$ cat config.mk
export PLATFORM = sky130hd
export DESIGN_NAME = pdma_engine
export DESIGN_NICKNAME = d
export VERILOG_FILES = /design/src/rtl/pdma_pkg.sv /design/src/rtl/pdma_fmt.sv /design/src/rtl/pdma_ptrcnt.sv /design/src/rtl/pdma_txhold.sv /design/src/rtl/pdma_engine.sv
export SDC_FILE = /design/constraint.sdc
export NUM_CORES = 1
export LEC_CHECK = 0
export BUFFER_PORTS_ARGS = -buffer_cell sky130_fd_sc_hd__buf_2
export CELL_PAD_IN_SITES_DETAIL_PLACEMENT = 1
export CELL_PAD_IN_SITES_GLOBAL_PLACEMENT = 1
export CORE_MARGIN = 8
export CORE_UTILIZATION = 39
export CTS_BUF_LIST = sky130_fd_sc_hd__clkbuf_16
export DETAILED_ROUTE_END_ITERATION = 6
export GPL_TIMING_DRIVEN = 0
export HOLD_SLACK_MARGIN = 0.05
export PLACE_DENSITY = 0.89
export SYNTH_ARGS = -nofsm -noshare
export SYNTH_HDL_FRONTEND = slang
export SYNTH_SLANG_ARGS = --single-unit
$ cat constraint.sdc
create_clock -name clk -period 6.75 [get_ports clk]
set_input_delay 0.675 -clock clk [delete_from_list [all_inputs] [get_ports clk]]
set_output_delay 0.675 -clock clk [all_outputs]
set_load 0.02 [all_outputs]
$ cat src/rtl/pdma_pkg.sv
package pdma_pkg;
  typedef enum logic [1:0] {
    XS_BYTE = 2'd0,
    XS_HALF = 2'd1,
    XS_WORD = 2'd2
  } xfer_size_e;

  localparam int STRIDE_W = 3;
endpackage

$ cat src/rtl/pdma_fmt.sv
module pdma_fmt
  import pdma_pkg::*;
#(
  parameter int DATA_W = 16,
  parameter int MIN_W  = 8,
  parameter int WID_W  = 5
) (
  input  logic                cfg_var_mode,
  input  logic [WID_W-1:0]    cfg_width,
  output logic [STRIDE_W-1:0] stride,
  output xfer_size_e          size,
  output logic [DATA_W-1:0]   mask
);
  logic [WID_W-1:0] eff_w;

  always_comb begin
    if (cfg_width < WID_W'(MIN_W)) begin
      eff_w = WID_W'(MIN_W);
    end else if (cfg_width > WID_W'(DATA_W)) begin
      eff_w = WID_W'(DATA_W);
    end else begin
      eff_w = cfg_width;
    end
  end

  always_comb begin
    for (int i = 0; i < DATA_W; i++) begin
      mask[i] = (i < int'(eff_w));
    end
  end

  always_comb begin
    if (cfg_var_mode) begin
      stride = STRIDE_W'(4);
      size   = XS_WORD;
    end else if (eff_w == WID_W'(MIN_W)) begin
      stride = STRIDE_W'(1);
      size   = XS_BYTE;
    end else begin
      stride = STRIDE_W'(2);
      size   = XS_HALF;
    end
  end
endmodule

$ cat src/rtl/pdma_ptrcnt.sv
module pdma_ptrcnt
  import pdma_pkg::*;
#(
  parameter int ADDR_W = 32,
  parameter int CNT_W  = 16
) (
  input  logic                clk,
  input  logic                rst_n,
  input  logic                ld_en,
  input  logic [ADDR_W-1:0]   ld_addr,
  input  logic [CNT_W-1:0]    ld_cnt,
  input  logic                step_en,
  input  logic [STRIDE_W-1:0] stride,
  output logic [ADDR_W-1:0]   ptr,
  output logic [CNT_W-1:0]    cnt
);
  logic [ADDR_W-1:0] ptr_d;
  logic [CNT_W-1:0]  cnt_d;
  logic              upd_en;

  always_comb begin
    ptr_d  = ptr;
    cnt_d  = cnt;
    upd_en = 1'b0;
    if (ld_en) begin
      ptr_d  = ld_addr;
      cnt_d  = ld_cnt;
      upd_en = 1'b1;
    end else if (step_en && (cnt != '0)) begin
      ptr_d  = ptr + ADDR_W'(stride);
      cnt_d  = cnt - CNT_W'(1);
      upd_en = 1'b1;
    end
  end

  always_ff @(posedge clk or negedge rst_n) begin
    if (!rst_n) begin
      ptr <= '0;
      cnt <= '0;
    end else if (upd_en) begin
      ptr <= ptr_d;
      cnt <= cnt_d;
    end
  end
endmodule

$ cat src/rtl/pdma_txhold.sv
module pdma_txhold #(
  parameter int DATA_W = 16,
  parameter int BUS_W  = 32
) (
  input  logic              clk,
  input  logic              rst_n,
  input  logic              var_mode,
  input  logic [DATA_W-1:0] mask,
  input  logic              fill,
  input  logic [BUS_W-1:0]  fill_raw,
  input  logic              drain,
  output logic              valid,
  output logic [BUS_W-1:0]  data
);
  localparam int UP_W = BUS_W - DATA_W;

  logic [BUS_W-1:0] fmt_word;
  logic             valid_d;
  logic [BUS_W-1:0] data_d;

  always_comb begin
    if (var_mode) begin
      fmt_word = {fill_raw[BUS_W-1:DATA_W], fill_raw[DATA_W-1:0] & mask};
    end else begin
      fmt_word = {{UP_W{1'b0}}, fill_raw[DATA_W-1:0] & mask};
    end
  end

  always_comb begin
    valid_d = valid;
    data_d  = data;
    if (fill) begin
      valid_d = 1'b1;
      data_d  = fmt_word;
    end else if (drain) begin
      valid_d = 1'b0;
    end
  end

  always_ff @(posedge clk or negedge rst_n) begin
    if (!rst_n) begin
      valid <= 1'b0;
      data  <= '0;
    end else begin
      valid <= valid_d;
      if (fill) begin
        data <= data_d;
      end
    end
  end
endmodule

$ cat src/rtl/pdma_engine.sv
module pdma_engine
  import pdma_pkg::*;
#(
  parameter int ADDR_W = 32,
  parameter int CNT_W  = 16,
  parameter int DATA_W = 16,
  parameter int BUS_W  = 32,
  parameter int WID_W  = 5
) (
  input  logic              clk,
  input  logic              rst_n,
  input  logic              cfg_var_mode,
  input  logic [WID_W-1:0]  cfg_width,
  input  logic              rx_ld_en,
  input  logic [ADDR_W-1:0] rx_ld_addr,
  input  logic [CNT_W-1:0]  rx_ld_cnt,
  input  logic              tx_ld_en,
  input  logic [ADDR_W-1:0] tx_ld_addr,
  input  logic [CNT_W-1:0]  tx_ld_cnt,
  input  logic              per_rx_valid,
  input  logic [DATA_W-1:0] per_rx_data,
  output logic              per_rx_ready,
  input  logic              per_tx_ready,
  output logic              per_tx_valid,
  output logic [BUS_W-1:0]  per_tx_data,
  output logic              mem_wr_req,
  output logic [ADDR_W-1:0] mem_wr_addr,
  output logic [1:0]        mem_wr_size,
  output logic [BUS_W-1:0]  mem_wr_wdata,
  input  logic              mem_wr_ack,
  output logic              mem_rd_req,
  output logic [ADDR_W-1:0] mem_rd_addr,
  output logic [1:0]        mem_rd_size,
  input  logic [BUS_W-1:0]  mem_rd_rdata,
  input  logic              mem_rd_ack,
  output logic              rx_end,
  output logic              rx_full,
  output logic              tx_end,
  output logic              tx_empty
);
  localparam int NCH  = 2;
  localparam int CH_RX = 0;
  localparam int CH_TX = 1;
  localparam int UP_W = BUS_W - DATA_W;

  logic [1:0] rst_pipe;
  logic       rst_sync_n;

  always_ff @(posedge clk or negedge rst_n) begin
    if (!rst_n) begin
      rst_pipe <= '0;
    end else begin
      rst_pipe <= {rst_pipe[0], 1'b1};
    end
  end
  assign rst_sync_n = rst_pipe[1];

  logic [STRIDE_W-1:0] stride;
  xfer_size_e          xsize;
  logic [DATA_W-1:0]   mask;

  pdma_fmt #(.DATA_W(DATA_W), .MIN_W(8), .WID_W(WID_W)) u_fmt (
    .cfg_var_mode (cfg_var_mode),
    .cfg_width    (cfg_width),
    .stride       (stride),
    .size         (xsize),
    .mask         (mask)
  );

  logic              ld_en_a   [NCH];
  logic [ADDR_W-1:0] ld_addr_a [NCH];
  logic [CNT_W-1:0]  ld_cnt_a  [NCH];
  logic              step_a    [NCH];
  logic [ADDR_W-1:0] ptr_a     [NCH];
  logic [CNT_W-1:0]  cnt_a     [NCH];

  assign ld_en_a[CH_RX]   = rx_ld_en;
  assign ld_addr_a[CH_RX] = rx_ld_addr;
  assign ld_cnt_a[CH_RX]  = rx_ld_cnt;
  assign ld_en_a[CH_TX]   = tx_ld_en;
  assign ld_addr_a[CH_TX] = tx_ld_addr;
  assign ld_cnt_a[CH_TX]  = tx_ld_cnt;

  for (genvar g = 0; g < NCH; g++) begin : g_ch
    pdma_ptrcnt #(.ADDR_W(ADDR_W), .CNT_W(CNT_W)) u_pc (
      .clk     (clk),
      .rst_n   (rst_sync_n),
      .ld_en   (ld_en_a[g]),
      .ld_addr (ld_addr_a[g]),
      .ld_cnt  (ld_cnt_a[g]),
      .step_en (step_a[g]),
      .stride  (stride),
      .ptr     (ptr_a[g]),
      .cnt     (cnt_a[g])
    );
  end

  logic [ADDR_W-1:0] rx_ptr, tx_ptr;
  logic [CNT_W-1:0]  rx_cnt, tx_cnt;
  assign rx_ptr = ptr_a[CH_RX];
  assign tx_ptr = ptr_a[CH_TX];
  assign rx_cnt = cnt_a[CH_RX];
  assign tx_cnt = cnt_a[CH_TX];

  logic rx_armed, tx_armed;
  assign rx_armed = (rx_cnt != '0);
  assign tx_armed = (tx_cnt != '0);

  // receive side: peripheral word straight onto the write bus
  assign mem_wr_req   = per_rx_valid & rx_armed & ~rx_ld_en;
  assign mem_wr_addr  = rx_ptr;
  assign mem_wr_size  = xsize;
  assign mem_wr_wdata = {{UP_W{1'b0}}, per_rx_data & mask};
  assign per_rx_ready = mem_wr_req & mem_wr_ack;
  assign step_a[CH_RX] = per_rx_ready;

  // transmit side: fetch into a one-entry holding register
  logic hold_valid, hold_drain, hold_fill;
  assign hold_drain   = hold_valid & per_tx_ready;
  assign mem_rd_req   = tx_armed & ~tx_ld_en & (~hold_valid | per_tx_ready);
  assign mem_rd_addr  = tx_ptr;
  assign mem_rd_size  = xsize;
  assign hold_fill    = mem_rd_req & mem_rd_ack;
  assign step_a[CH_TX] = hold_fill;

  pdma_txhold #(.DATA_W(DATA_W), .BUS_W(BUS_W)) u_hold (
    .clk      (clk),
    .rst_n    (rst_sync_n),
    .var_mode (cfg_var_mode),
    .mask     (mask),
    .fill     (hold_fill),
    .fill_raw (mem_rd_rdata),
    .drain    (hold_drain),
    .valid    (hold_valid),
    .data     (per_tx_data)
  );
  assign per_tx_valid = hold_valid;

  assign rx_end   = ~rx_armed;
  assign rx_full  = ~rx_armed;
  assign tx_end   = ~tx_armed;
  assign tx_empty = ~tx_armed;
endmodule

* After elaboration in Yosys (flattened, before gate mapping)
Index checks and enable logic that the tools add are counted.
** Storage, ports and cells
- Register bits after elaboration :: 131
- Input port bits :: 158
- Output and inout bits :: 140
- Logic and storage cells :: 75
** Cells by class
- Add/subtract/negate cells :: 4
- Magnitude comparators :: 18
- Eq/ne operators :: 1
- Mux-type cells :: 21
- Bitwise logic cells :: 15
- Reduce and logical (&&, ||, !) cells :: 9
** Operators by type and width (number)
- $mux 32 :: 5
- $add 32x3->32 :: 2
- $mux 16 :: 4
- $lt 4x5->1 const A :: 8
- $and 16x16->16 :: 2
- $reduce_bool 16->1 :: 2
- $sub 16x1->16 const B :: 2
- $lt 3x5->1 const A :: 4
- $lt 1x5->1 const A :: 2
- $lt 2x5->1 const A :: 2
- $mux 5 :: 2
- $and 1x1->1 :: 7
- $mux 1 :: 7
- $reduce_bool 2->1 :: 3
- $eq 5x4->1 const B :: 1
- $gt 5x5->1 const B :: 1
- $lt 5x4->1 const B :: 1
- $not 1->1 :: 5
- $mux 2 :: 2
- $reduce_and 2->1 :: 2
- $mux 3 :: 1
- $logic_and 1x1->1 :: 2
- $or 1x1->1 :: 1

* Logic depth before layout (Yosys ltp)
- Word-level depth :: 9
- Gate-level depth with buffers :: 13
- Depth with buffers taken out :: 11

* Cells and area by module
A second synthesis with hierarchy kept.
** Unflattened totals
- Cell total of the unflattened synthesis :: 884
- Area total of the unflattened synthesis :: 7892.6 um^2
** By module, submodules not included
- pdma_ptrcnt at g_ch[0].u_pc :: times used 1, cells each 329, area an instance 3004.1 um^2
- pdma_ptrcnt at g_ch[1].u_pc :: times used 1, cells each 330, area an instance 2874.0 um^2
- pdma_txhold :: times used 1, cells each 139, area an instance 1357.6 um^2
- pdma_engine :: times used 1, cells each 58, area an instance 449.2 um^2
- pdma_fmt :: times used 1, cells each 28, area an instance 207.7 um^2

* Worst setup path before layout
Ideal clock, no wire load.
- Path type :: input -> register
- Start :: input cfg_width[2]
- End :: register g_ch[0].u_pc.ptr[28]
- Library setup time :: 141 ps
- Data arrival time :: 3188 ps
- Data required time :: 6609 ps
- Setup slack :: 3421 ps
- Stages :: 13
- Path through :: or3_1 a21oi_1 nor2b_1 ha_1 inv_1 fa_1 nor2b_1 o211ai_1 a21o_1 buf_6 buf_2 o41ai_1 a31oi_1
** Between the ends
- Word-level cells in the longest chain between the ends :: 9
** Ends and longest elaborated chain
- from (decl) :: RTL line pdma_engine.sv:13 : input logic [WID_W-1:0] cfg_width,
- $gt 5x5->1 :: RTL line pdma_fmt.sv:19 : end else if (cfg_width > WID_W'(DATA_W)) begin
- $mux 5 :: RTL line pdma_fmt.sv:19
- $mux 5 (*) :: RTL line pdma_fmt.sv:17 : if (cfg_width < WID_W'(MIN_W)) begin
- $eq 5x4->1 (*) :: RTL line pdma_fmt.sv:36 : end else if (eff_w == WID_W'(MIN_W)) begin
- $mux 2 (*) :: RTL line pdma_fmt.sv:36
- $mux 3 (*) :: RTL line pdma_fmt.sv:33 : if (cfg_var_mode) begin
- $add 32x3->32 (*) :: RTL line pdma_ptrcnt.sv:30 : ptr_d = ptr + ADDR_W'(stride);
- $mux 32 (*) :: RTL line pdma_ptrcnt.sv:29 : end else if (step_en && (cnt != '0)) begin
- $mux 32 (*) :: RTL line pdma_ptrcnt.sv:25 : if (ld_en) begin
- to (signal assigned) :: RTL line pdma_ptrcnt.sv:41 : ptr <= ptr_d;
- to (decl) :: RTL line pdma_ptrcnt.sv:14 : output logic [ADDR_W-1:0] ptr,
Mark *: on every way between the ends. The rest lies on a longest branch, timed or not. The select of a mux whose other input is x is not followed.
A chain may end at the register's enable or synchronous reset.

* Worst setup path in the final report
Ends and elaborated chain as after synthesis.

==> results summary <==
The die width came out at between 150 and 200 um. Yosys mapped a number of flops with a built-in enable equal to 0. The flop-to-flop setup slack is 4050 ps.

In this run the worst setup path begins at cfg_width[2]. The number of buffers created by CTS is 17. Once layout is complete, the utilization of the core stands at 52.0%. The tightest slew margin relative to the limit is between 50% and 60%.

The largest net degree at the start of global routing came out at between 50 and 60. The global-route total usage across every layer is ~26%. The proportion of register bits with asynchronous set or reset after synthesis came out at 100%. The number of storage elements in the synthesis netlist came out at 131. TritonCTS built the clock tree. The final count of hold timing violations came to 0. The sum of negative setup slack came out at 0 ps. The required time at the worst-slack endpoint is about 7000 ps. Before antenna repair, the detailed router went through 5 iterations. The die covers 24600 um^2.

The final-report setup violation count came out at 0. The routed wire length is around 32000 um. After detailed routing, the number of remaining DRC violations is 0. STA classifies the critical path startpoint as a primary input. The number of global-route vias before repair came to 8928. The areal power density over the cells came out at 238 nW/um^2.

The initial core utilization came out at 39.8%. The end of the worst register-to-register path is g_ch[0].u_pc.ptr[28]. The placeable core region came out at roughly 19000 um^2. The flow ran to the end, and the final reports show no timing, DRC or antenna violations. The signed area change from the synthesized netlist to the final layout came out at 30.6%. The wire-length estimate of the detail-placed layout is 24700 um. The total number of yosys warnings came out at 0.

The total global routing overflow is 0. The count of max-cap constraint violations is 0. The standby leakage power came out at about 0.0047 uW. The average detailed-routed wire length per instance came out at roughly 22 um. The clock edge transition at the registers on the reported setup and hold paths came out at 60 ps. After layout, the design draws a total of ~2400 uW.

The maximum ir drop on the vdd rail is 155 uV. Routability-driven placement finished with a final weighted congestion of 0.889. The final hold slack came out at 329 ps.

The clock insertion delay at the later pin of the skew report came out at about 420 ps. The unique cell type count in the Yosys netlist came out at 73. The vertical die dimension came out at 157 um.

The via total after detailed routing came out at 8236. The worst register-to-register path begins at g_ch[0].u_pc.ptr[0]. The type of the setup path with the least slack is primary input to flip-flop. The violation count after the first detailed-routing iteration is roughly 340. Counting cells, the worst reg-to-reg path comes to 10.

The largest driver fanout on the critical path is 10. The post-synthesis sequential area ratio is 42.4%. Derived from the worst setup path, the maximum achievable clock frequency is roughly 260 MHz. A synthesized cell averages 8.85 um^2.

The arrival time at the worst endpoint is 4060 ps. The net count of the finished layout is between 1k and 1.5k. The level count of the clock H-tree came out at 4. The layout cell share with drive strength beyond 1 came out at slightly above 30%. The slew of the pin with the lowest slew margin is 707 ps. The number of nets with antenna violations after routing is 0. The first global-routing pass estimated 49800 um of wire. The post-cts resize count came out at 0. In the post-route analysis, the smallest setup slack over all paths is 2960 ps. The initial antenna violation count came to 3. The floorplan row count is 51.

The number of sinks on the clock net is between 100 and 150. Dividing the final minimum period by the clock period gives a little under three fifths. The kind of end point of the critical path is a flip-flop. The worst hold path belongs to the class flip-flop to async pin.

The final critical path time including I/O delays and setup is about 3800 ps. Timing analysis after detailed placement gives a worst setup slack of approximately 2600 ps. Setup repair after global routing left no endpoint under its margin. The number of buffers between clock root and the deepest sink came out at 2.

The count of buffers inserted at the top-level ports came out at 272. The dominant synthesized flop cell is dfrtp_1. The most critical setup path has its endpoint at g_ch[0].u_pc.ptr[28]. The number of max-slew violations in the final report was 0.

The synthesized netlist cell count came out at 875. The tree is rooted in a clkbuf_16. The number of ports placed on the die boundary came out at between 200 and 300.

The final clock skew came out at about 13 ps. The per-cell via count in the routed design is 5.63. After synthesis the cells add up to just under 8000 um^2.
synthesized netlist by cell type, types with 9 or more instances:
| library cell | number | share of area, % |
|---|---|---|
| a31oi_1 | 21 | 1.7 |
| o21ai_1 | 27 | 1.7 |
| clkbuf_1 | 33 | 1.6 |
| nand3_1 | 51 | 3.3 |
| a21oi_1 | 10 | 0.65 |
| o21ai_0 | 22 | 1.4 |
| inv_1 | 24 | 1.2 |
| nor2b_1 | 15 | 1.2 |
| nor4_1 | 13 | 1.1 |
| buf_4 | 21 | 2.0 |
| nor2_1 | 45 | 2.2 |
| or3_1 | 10 | 0.81 |
| o31ai_1 | 15 | 1.5 |
| o311ai_0 | 9 | 1.0 |
| xnor2_1 | 19 | 2.2 |
| buf_2 | 13 | 0.84 |
| nand2_1 | 165 | 8.0 |
| nand4_1 | 18 | 1.5 |
| xor2_1 | 14 | 1.6 |
| or4_1 | 23 | 2.2 |
| o211ai_1 | 27 | 2.6 |
| dfrtp_1 | 131 | 42 |
how the worst min path moves through the flow:
| stage | end | cells after the start | slack (ps) | from |
|---|---|---|---|---|
| CTS | g_ch[0].u_pc.ptr[2] | 0 | 350 | rst_pipe[1] |
| global placement | rst_pipe[1] | 0 | 330 | rst_pipe[0] |
| finish | g_ch[0].u_pc.ptr[2] | 0 | 330 | rst_pipe[1] |
| floorplan | rst_pipe[1] | 0 | 330 | rst_pipe[0] |
| detailed placement | rst_pipe[1] | 0 | 340 | rst_pipe[0] |
| global route | rst_pipe[1] | 0 | 370 | rst_pipe[0] |
cell families (layout without fill, tap and decap cells):
kind of cell / Yosys count / in the layout / synth area share, %
simple gates: 408 / 408 / 27.7
compound gates: 182 / 182 / 16.7
flops: 131 / 131 / 42.4
buf+inv: 100 / 407 / 6.37
xor+xnor: 33 / 33 / 3.73
fa+ha+maj: 10 / 10 / 1.81
mux: 9 / 9 / 1.29
other cells: 2 / 19 / 0.0970
worst max-delay path, cell delays in order:
cell,delay [ps]
buf_2,130
or3_1,370
a21oi_1,340
nor2b_1,310
ha_1,220
inv_1,60
fa_1,410
nor2b_1,220
o211ai_1,190
a21o_1,250
buf_6,150
buf_2,190
o41ai_1,400
a31oi_1,130
per-stage QoR:
stage	cells	instance area, um^2
detailed placement	1429	9550
floorplan	890	7800
finish	1464	10100
global placement	1427	9490
global route	1463	10100
CTS	1462	10100
repair_timing:
| action | CTS | global route |
|---|---|---|
| buffers inserted | 0 | 0 |
| endpoints found under the hold margin | 2 | 0 |
| hold buffers | 1 | 0 |
state kept, by name, summed over array words and instances (netlist names):
name           count
g_ch.u_pc.ptr     64
g_ch.u_pc.cnt     32
u_hold.data       32
rst_pipe           2
u_hold.valid       1
area by class of cell:
class	count	area (um^2)
fill	2404	9350
multi-input combinational	659	4030
sequential	131	3280
timing repair buffer	275	1430
clock buffer	17	425
buffer	74	395
tap	265	332
clock inverter	15	124
inverter	26	97.6
antenna	2	5.00
cells in the final DEF, fill, tap and decap left out, types with 7 or more instances in the layout:
cell and instances:
o21ai_1 27, clkbuf_16 17, dfrtp_1 130, nor4_1 13, o31ai_1 15, nor2_1 45, o21ai_0 22, and3_1 8
a31oi_1 21, buf_4 21, conb_1 17, o211ai_1 27, nand4_1 18, xor2_1 14, o2111ai_1 7, ha_1 8
nor2b_1 15, or3_1 10, xnor2_1 19, nand3_1 51, or4_1 23, and2_1 8, o311ai_0 9, clkbuf_1 33
a21oi_1 10, buf_2 285, inv_1 24, nand2_1 165
where the power goes:
part	internal (uW)	leakage, uW	switching (uW)	total (uW)
logic	202	0.00287	348	549
clock network	479	0.000257	406	885
registers	872	0.00159	105	978
metal layers:
metal  vias to the layer above  global-route usage, %  routed length, um
met5                         -                      0                 21
met4                         4                   10.3                903
met3                        74                   8.22               2920
met2                       374                   45.3              16000
met1                      4019                   28.9              12100
li1                       3765                      -                  -
No activity file was read; power rests on OpenSTA's default activity.
